**src/rtl/tdl_pkg.sv**
```systemverilog
package tdl_pkg;
  localparam int unsigned DATA_W_DEF = 8;
  localparam int unsigned DEPTH_DEF  = 16;

  function automatic int unsigned code_width(input int unsigned depth);
    return (depth <= 2) ? 1 : $clog2(depth);
  endfunction
endpackage

```
**src/rtl/tdl_chain.sv**
```systemverilog
module tdl_chain #(
  parameter int unsigned W      = 8,
  parameter int unsigned STAGES = 15
) (
  input  logic                      clk,
  input  logic                      rst,
  input  logic [W-1:0]              din,
  output logic [STAGES:0][W-1:0]    taps
);
  logic [STAGES:1][W-1:0] stage_q;

  // every stage moves on every edge, independent of the selected length
  always_ff @(posedge clk) begin
    if (rst) begin
      stage_q <= '0;
    end else begin
      stage_q[1] <= din;
      for (int s = 2; s <= int'(STAGES); s++) begin
        stage_q[s] <= stage_q[s-1];
      end
    end
  end

  assign taps = {stage_q, din};
endmodule

```
**src/rtl/tdl_tap_mux.sv**
```systemverilog
module tdl_tap_mux #(
  parameter int unsigned W      = 8,
  parameter int unsigned STAGES = 15,
  parameter int unsigned LW     = 4
) (
  input  logic [STAGES:0][W-1:0] taps,
  input  logic [LW-1:0]          sel,
  output logic [W-1:0]           out
);
  logic [STAGES:0][W-1:0] masked;

  for (genvar i = 0; i <= STAGES; i++) begin : g_tap
    logic hit;
    assign hit       = (sel == LW'(i));
    assign masked[i] = taps[i] & {W{hit}};
  end

  always_comb begin
    out = '0;
    for (int i = 0; i <= int'(STAGES); i++) begin
      out = out | masked[i];
    end
  end
endmodule

```
**src/rtl/tapped_delay_line.sv**
```systemverilog
module tapped_delay_line #(
  parameter int unsigned W     = tdl_pkg::DATA_W_DEF,
  parameter int unsigned DEPTH = tdl_pkg::DEPTH_DEF,
  parameter int unsigned LW    = tdl_pkg::code_width(DEPTH)
) (
  input  logic          clk,
  input  logic          rst,
  input  logic [W-1:0]  din,
  input  logic [LW-1:0] len,
  output logic [W-1:0]  dout
);
  localparam int unsigned STAGES = DEPTH - 1;

  logic [STAGES:0][W-1:0] taps;
  logic [LW-1:0]          len_q;
  logic [W-1:0]           tap_word;

  tdl_chain #(.W(W), .STAGES(STAGES)) u_chain (
    .clk  (clk),
    .rst  (rst),
    .din  (din),
    .taps (taps)
  );

  // captured code steers the selector on the next edge
  always_ff @(posedge clk) begin
    if (rst) len_q <= '0;
    else     len_q <= len;
  end

  tdl_tap_mux #(.W(W), .STAGES(STAGES), .LW(LW)) u_mux (
    .taps (taps),
    .sel  (len_q),
    .out  (tap_word)
  );

  always_ff @(posedge clk) begin
    if (rst) dout <= '0;
    else     dout <= tap_word;
  end
endmodule

```
**config.mk**
```make
export PLATFORM = sky130hd
export DESIGN_NAME = tapped_delay_line
export DESIGN_NICKNAME = d
export VERILOG_FILES = /design/src/rtl/tdl_pkg.sv /design/src/rtl/tdl_chain.sv /design/src/rtl/tdl_tap_mux.sv /design/src/rtl/tapped_delay_line.sv
export SDC_FILE = /design/constraint.sdc
export NUM_CORES = 1
export LEC_CHECK = 0
export ABC_AREA = 1
export BUFFER_PORTS_ARGS = -buffer_cell sky130_fd_sc_hd__buf_2
export CAP_MARGIN = 20
export CORE_AREA = 2 2 171 89
export DETAILED_ROUTE_END_ITERATION = 12
export DIE_AREA = 0 0 173 91
export GPL_TIMING_DRIVEN = 1
export PLACE_DENSITY = 0.56
export SYNTH_ARGS = -nofsm -noshare
export SYNTH_HDL_FRONTEND = slang
export SYNTH_SLANG_ARGS = --single-unit
```
**constraint.sdc**
```tcl
create_clock -name clk -period 1.9 [get_ports clk]
set_clock_uncertainty 0.2 [all_clocks]
set_input_delay 0.57 -clock clk [delete_from_list [all_inputs] [get_ports clk]]
set_output_delay 0.57 -clock clk [all_outputs]
set_load 0.02 [all_outputs]
```
### Yosys cells after proc, flatten, opt, wreduce, memory -nomap -nowiden

Index checks and enable logic that the tools add are counted.

| storage, ports and cells | value |
|---|---|
| input bits | 14 |
| word-level logic and storage cells | 64 |
| bits in registers | 132 |

| cells by class | value |
|---|---|
| reduce and logical (&&, ||, !) cells | 1 |
| bitwise operators | 31 |
| eq/ne operators | 15 |

Operators with widths:

| cell | number |
|---|---|
| AND 8 bit | 16 |
| OR 8 bit | 15 |
| == test 4 bit, second input constant | 8 |
| == test 4 x 3 -> 1 bit, second input constant | 4 |
| == test 4 x 2 -> 1 bit, second input constant | 2 |
| == test 4 x 1 -> 1 bit, second input constant | 1 |
| zero test 4 bit | 1 |

### Logic depth before layout (Yosys ltp)

Gate-level depths: netlist of run 1.

| logic depth | value |
|---|---|
| depth after elaboration | 17 |
| depth in mapped cells | 9 |
| mapped depth without buffers | 9 |

### Cells and area by module

Synthesis of run 1 repeated with hierarchy kept, for this count alone.

| second synthesis, totals | value |
|---|---|
| cell total of the unflattened synthesis | 719 |
| area, all modules | 5236.3 sq um |

By module, submodules not included:

| module | times used | cells each | area each (sq um) | sequential area each (sq um) |
|---|---|---|---|---|
| tdl_chain | 1 | 381 | 3497.1 | 2402.3 |
| tdl_tap_mux | 1 | 301 | 1397.6 | 0.0 |
| tapped_delay_line | 1 | 37 | 341.6 | 240.2 |

### Worst setup path before layout of run 1

No wires, ideal clock.

| timing path | value |
|---|---|
| path kind | input port to flip-flop |
| start | in rst |
| end | reg dout[7] |
| buffers on the path | 3 |
| cell stages on the path | 4 |
| required time | 1.572 ns |
| arrival | 1.354 ns |
| setup time | 0.128 ns |
| setup slack | 0.218 ns |
| path through | clkbuf_1 -> clkbuf_1 -> clkbuf_1 -> nor2_1 |

RTL lines:

| item | RTL line | text |
|---|---|---|
| start, declared | tapped_delay_line.sv:7 | `input logic rst,` |
| end signal, assigned | tapped_delay_line.sv:39 | `else dout <= tap_word;` |
| end, declared | tapped_delay_line.sv:10 | `output logic [W-1:0] dout` |

No word-level cell between the ends.

### Final worst setup path of run 1

| timing path | value |
|---|---|
| start | reg len_q[3] |
| end | reg dout[1] |

| between the ends | value |
|---|---|
| word-level cells in the longest chain between the ends | 17 |
| elaborated cells on any way between the ends | 47 |

Ends and longest elaborated chain:

| item | RTL line | text |
|---|---|---|
| start, declared | tapped_delay_line.sv:15 | `logic [LW-1:0] len_q;` |
| start signal, assigned | tapped_delay_line.sv:28 | `else len_q <= len;` |
| == test 4 x 1 -> 1 bit or zero test 4 bit (tied branches) | tdl_tap_mux.sv:14 | `assign hit = (sel == LW'(i));` |
| AND 8 bit | tdl_tap_mux.sv:15 | `assign masked[i] = taps[i] & {W{hit}};` |
| OR 8 bit (14 in a row) | tdl_tap_mux.sv:21 | `out = out \| masked[i];` |
| OR 8 bit * | tdl_tap_mux.sv:21 |  |

Mark *: on every way between the ends. The rest lies on a longest branch, timed or not.
A chain may end at the register's enable or synchronous reset.

==> run summary, run 1 <==
fin area: 5950 um2
fraction of registers with async set/reset: 0%
Wirelength per Cell: 12.9 um
IO Count: 22
Vias: 4066
vias in the first global route: 3885
synth-to-layout area growth: 21.8%
Hold Path Class: in -> reg
r2r worst-path depth: 11
H-tree depth: 4
logic gate share of total power: 4.6%
routed wire length: 12.0 mm
Clk pwr share: 51.8%
CP Cell Sequence: buf_4, buf_4, nand2_2, clkinvlp_4, buf_12, nand3_1, nand2_1, nor2_1, nand2_1, nor2_1, nor2_1
initial core utilization: 34.4%
Clock Latency Late Sink: 410 ps
CP top delay family: simple AND/OR/NAND/NOR gates
most frequent cell after synthesis: nor2_1
Lkg Pwr: 0.00270 uW
placed cells: 896
dpl cell area: 5300 um2
achievable frequency: 549 MHz
FF+latch area: 2640 um2
post-synth net total: 701
Core ar.: 14200 um2
DIE AREA: 15700 um2
Synth area leader: dfxtp_1
Power Total: 6510 uW
number of placement rows: 31
setup_tns: 0 ps
hold buffers post-CTS: 0
WP data arrival: 1920 ps
drt via density: 4.38
critical path class: reg -> reg
Worst Hold Path EP: len_q[0]
Seq/Total Area, Yosys: 54.1%
fillers: 1489
ys flop type: dfxtp_1
CTS clk-pin slew, worst paths: 60 ps
Worst Hold Depth: 3
most used cell, CP: nor2_1
Sink Count: 132
Crit Path Max Fanout: 16
CP endpoint kind: flip-flop
cts bufs inserted: 17
cells after synthesis: 687
pwr/cell area: 1090 nW/um2
share of layout cells above drive strength 1: 11.6%
Fin. Hold Viols: 0
Reg power frac: 43.5%
Worst Tran Pin Value: 419 ps
Slew Limit Fails: 0
R2R setup slack: 80 ps
DR pass1 iterations: 5
period utilization: 95.9%
grt total ovfl: 0
setup violators final: 0
Switch Pwr: 1520 uW
post-synth top area share: 54.1%
Root Driver: clkbuf_16
DR DRC count: 0
yosys warns: 0
final std cells w/o fill: 929
first-pass GRT wire length: 19.7 mm
CP startpoint kind: flip-flop
post-layout min period: 1820 ps
status: finished clean
initial antenna violation count: 0
min-delay src: len[0]
Peak supply drop: 0.549 mV
largest net degree at the start of global routing: 53
syn avg cell area: 7.11 um2
Rel. slew slack: 72.0%
P_int: 4990 uW
crit path max-delay cell type: dfxtp_1
hpwl dp: 8.09 mm
number of enable flip-flop cells after synthesis: 0
nets: 732
Commonest cells post-synth: 178 x nor2_1, 132 x dfxtp_1, 130 x inv_1, 116 x nand2_1, 96 x nand3_1
worst hold margin: 162 ps
multi-input logic area: 1630 um2
FF-to-FF Start: len_q[3]
Die Y: 91 um
Starting DRT DRC Count: 292
gpl congestion: 0.792
Sw Ratio: 23.4%
Req. time, crit path: 2000 ps
slowest stage delay, CP: 330 ps
IO buf count: 21
Critical Path Stages: 11
Post-DRT Antenna Nets: 0
number of synthesized register bits: 132
FF-to-FF End: dout[1]
GRT Util Overall: 16.2%
Synth cell types: 9
Clock Path Buffers: 2
number of diodes: 0
Max-Cap Viols: 0
Worst Path Buf+Inv: 4
Die W: 173 um
leading post-synthesis cells by cell area: dfxtp_1 54%, nor2_1 14%, inv_1 10%
CTS tree: yes
mapped cell area: 4880 um2
-- stage by stage --
stage / setup slack, ps / utilization, %
global placement: 26.4 / 37.3
global route: -23.1 / 41.9
CTS: 0.973 / 41.6
floorplan: 218 / -
detailed placement: -4.27 / 37.3
finish: 77.5 / 41.9
-- cell families after synthesis --
group	synth area share (%)
buf+inv	12.9
flops	54.1
simple gates	32.9
-- metal layers --
layer	GRT usage (%)	wire length [um]
met1	22.5	6180
met2	24.1	5030
met3	3.94	582
met4	6.43	161
met5	0	0
-- registers in the layout, summed over array words and instances, names as in the netlist --
name / cells
dout: 8
len_q: 4
u_chain.taps: 120
-- worst max-delay path by stage --
stage               startpoint  endpoint  slack, ps
global placement      len_q[3]   dout[6]         30
CTS                   len_q[3]   dout[1]          1
global route          len_q[3]   dout[6]        -20
floorplan                  rst   dout[7]        220
detailed placement    len_q[2]   dout[6]         -4
finish                len_q[3]   dout[1]         80
-- power by group through the flow --
stage          logic [uW]  clock network [uW]  registers (uW)
6_report              302                3370            2830
3_5_place_dp          296                   0            2890
3_3_place_gp          293                   0            2890
5_1_grt               334                3580            2840
4_1_cts               299                3430            2830
2_1_floorplan         168                   0            2900
-- timing repair --
| action | in CTS | in global routing |
|---|---|---|
| buffers inserted | 0 | 1 |
| resized for setup | 2 | 5 |
| endpoints found under the setup margin | 4 | 8 |
-- cell usage in the layout (no fill, tap or decap), drive strengths merged --
| master | count |
|---|---|
| buf | 43 |
| bufinv | 3 |
| clkbuf | 18 |
| clkinv | 3 |
| clkinvlp | 5 |
| dfxtp | 132 |
| inv | 133 |
| nand2 | 116 |
| nand3 | 96 |
| nor2 | 182 |
-- worst min-delay path, stage by stage --
cell and delay (ps):
buf_2 80, inv_1 30, nor2_1 60
-- final cells by class --
class,instances,share of cell area [%]
flip-flops and latches,132,44.4
multi-input cells,394,27.5
inverters,130,8.27
clock buffers,18,7.22
repair buffers,43,5.43
well taps,198,4.17
clock inverters,14,2.99
No activity file was read; power rests on OpenSTA's default activity.
==> inputs of run 2 (changes only) <==
- PLACE_DENSITY: 0.56 -> 0.57
- REMOVE_ABC_BUFFERS: default -> 1
- clock period: 1.9 -> 1.6 ns (I/O delays scaled with it)
==> run summary, run 2 (same netlist as run 1, synthesis figures left out) <==
Clock Latency Late Sink: 410 ps (about the same)
Final Worst Setup Slack: 4.98 ps (was 77.5 ps)
CP endpoint kind: flip-flop (unchanged)
FF+latch area: 2660 um2 (was 2640 um2)
CP Cell Sequence: inv_4, buf_6, nor2_4, buf_12, buf_16, nand3_1, nand2_1, nor2_1, nand2_1, nor2_1, nor2_1 (was buf_4, buf_4, nand2_2, clkinvlp_4, buf_12, nand3_1, nand2_1, nor2_1, nand2_1, nor2_1, nor2_1)
Worst Hold Depth: 3 (unchanged)
cts bufs inserted: 17 (unchanged)
vias in the first global route: 3813 (was 3885)
initial core utilization: 34.4% (unchanged)
Worst Path Buf+Inv: 4 (unchanged)
achievable frequency: 627 MHz (was 549 MHz)
IO buf count: 21 (unchanged)
initial antenna violation count: 0 (unchanged)
Clock Path Buffers: 2 (unchanged)
Core ar.: 14200 um2 (unchanged)
placed cells: 906 (was 896)
drt via density: 4.16 (was 4.38)
Sink Count: 132 (unchanged)
routed wire length: 12.0 mm (about the same)
Vias: 3921 (was 4066)
Die W: 173 um (unchanged)
r2r worst-path depth: 11 (unchanged)
largest net degree at the start of global routing: 42 (was 53)
DIE AREA: 15700 um2 (unchanged)
Die Y: 91 um (unchanged)
pwr/cell area: 1210 nW/um2 (was 1090 nW/um2)
WP data arrival: 1740 ps (was 1920 ps)
Hold Path Class: in -> reg (unchanged)
Rel. slew slack: 80.8% (was 72.0%)
setup violators final: 0 (unchanged)
Wirelength per Cell: 12.8 um (was 12.9 um)
hold buffers post-CTS: 0 (unchanged)
CP top delay family: simple AND/OR/NAND/NOR gates (unchanged)
CTS tree: yes (unchanged)
status: finished clean (unchanged)
number of diodes: 0 (unchanged)
DR DRC count: 0 (unchanged)
fillers: 1469 (was 1489)
Root Driver: clkbuf_16 (unchanged)
worst hold margin: 60.2 ps (was 162 ps)
setup_tns: 0 ps (unchanged)
GRT Util Overall: 16.3% (was 16.2%)
Crit Path Max Fanout: 8 (was 16)
slowest stage delay, CP: 380 ps (was 330 ps)
Fin. Hold Viols: 0 (unchanged)
number of placement rows: 31 (unchanged)
Req. time, crit path: 1750 ps (was 2000 ps)
crit path max-delay cell type: dfxtp_4 (was dfxtp_1)
IO Count: 22 (unchanged)
multi-input logic area: 1710 um2 (was 1630 um2)
most frequent cells in the layout: 171 x nor2_1, 128 x inv_1, 124 x dfxtp_1 (was 173 x nor2_1, 132 x dfxtp_1, 129 x inv_1)
commonest non-fill, non-tap cell in the layout: nor2_1 (unchanged)
grt total ovfl: 0 (unchanged)
Max-Cap Viols: 0 (unchanged)
most used cell, CP: nor2_1 (unchanged)
DR pass1 iterations: 5 (unchanged)
Critical Path Stages: 11 (unchanged)
hpwl dp: 7.09 mm (was 8.09 mm)
Starting DRT DRC Count: 302 (was 292)
Worst Tran Pin Value: 287 ps (was 419 ps)
H-tree depth: 4 (unchanged)
post-layout min period: 1600 ps (was 1820 ps)
nets: 747 (was 732)
share of layout cells above drive strength 1: 16.1% (was 11.6%)
period utilization: 99.7% (was 95.9%)
max reg flops: 120 (unchanged)
final std cells w/o fill: 943 (was 929)
Lkg Pwr: 0.00282 uW (was 0.00270 uW)
synth-to-layout area growth: 28.4% (was 21.8%)
Post-Place Setup Slack: -243 ps (was -4.27 ps)
Post-DRT Antenna Nets: 0 (unchanged)
RSZ-0062 raised after global routing: yes
Peak supply drop: 0.735 mV (was 0.549 mV)
CTS clk-pin slew, worst paths: 60 ps (about the same)
first-pass GRT wire length: 19.6 mm (was 19.7 mm)
critical path class: reg -> reg (unchanged)
CP startpoint kind: flip-flop (unchanged)
gpl congestion: 0.745 (was 0.792)
Slew Limit Fails: 0 (unchanged)
Power Total: 7560 uW (was 6510 uW)
## run 2: tightest hold or removal path: stages
cell    delay, ps
buf_2          90
inv_1          40
nor2_1         30
## run 2: power by group
group	total [uW]	internal [uW]	switching, uW
sequential	3370	3340	32.7
clock	3730	2270	1460
combinational	462	183	279
## run 2: final timing paths
kind / from / endpoint / slack [ps]
min: len[3] / len_q[3] / 60
min reg2reg: u_chain.taps[90] / u_chain.taps[98] / 220
max reg2reg: len_q[0] / dout[5] / 5
max: len_q[0] / dout[5] / 5
## run 2: layer usage
| metal | GRT usage, % | vias to the layer above | part of all wire [%] |
|---|---|---|---|
| met3 | 4.06 | 7 | 7.8 |
| met2 | 22.8 | 74 | 38 |
| met4 | 5.58 | 0 | 0.49 |
| met1 | 24.0 | 1723 | 53 |
| met5 | 0 | - | 0 |
| li1 | - | 2117 | - |
## run 2: metrics by stage
| step | area (um2) | utilization (%) |
|---|---|---|
| floorplan | 4740 | - |
| global placement | 5460 | 38.4 |
| detailed placement | 5460 | 38.4 |
| CTS | 6160 | 43.4 |
| global route | 6270 | 44.2 |
| finish | 6270 | 44.2 |
## run 2: final cells by class
cell class              count  area share, %
clock inverters            13           2.20
clock buffers              18           6.85
repair buffers             58           9.56
multi-input cells         394           27.2
well taps                 198           3.95
inverters                 130           7.82
flip-flops and latches    132           42.4
## run 2: what timing repair did
action,4_1_cts,5_1_grt
pin swaps,9,12
setup buffers,2,3
gates resized for setup,24,26
gates cloned,2,1
endpoints found under the setup margin,13,11
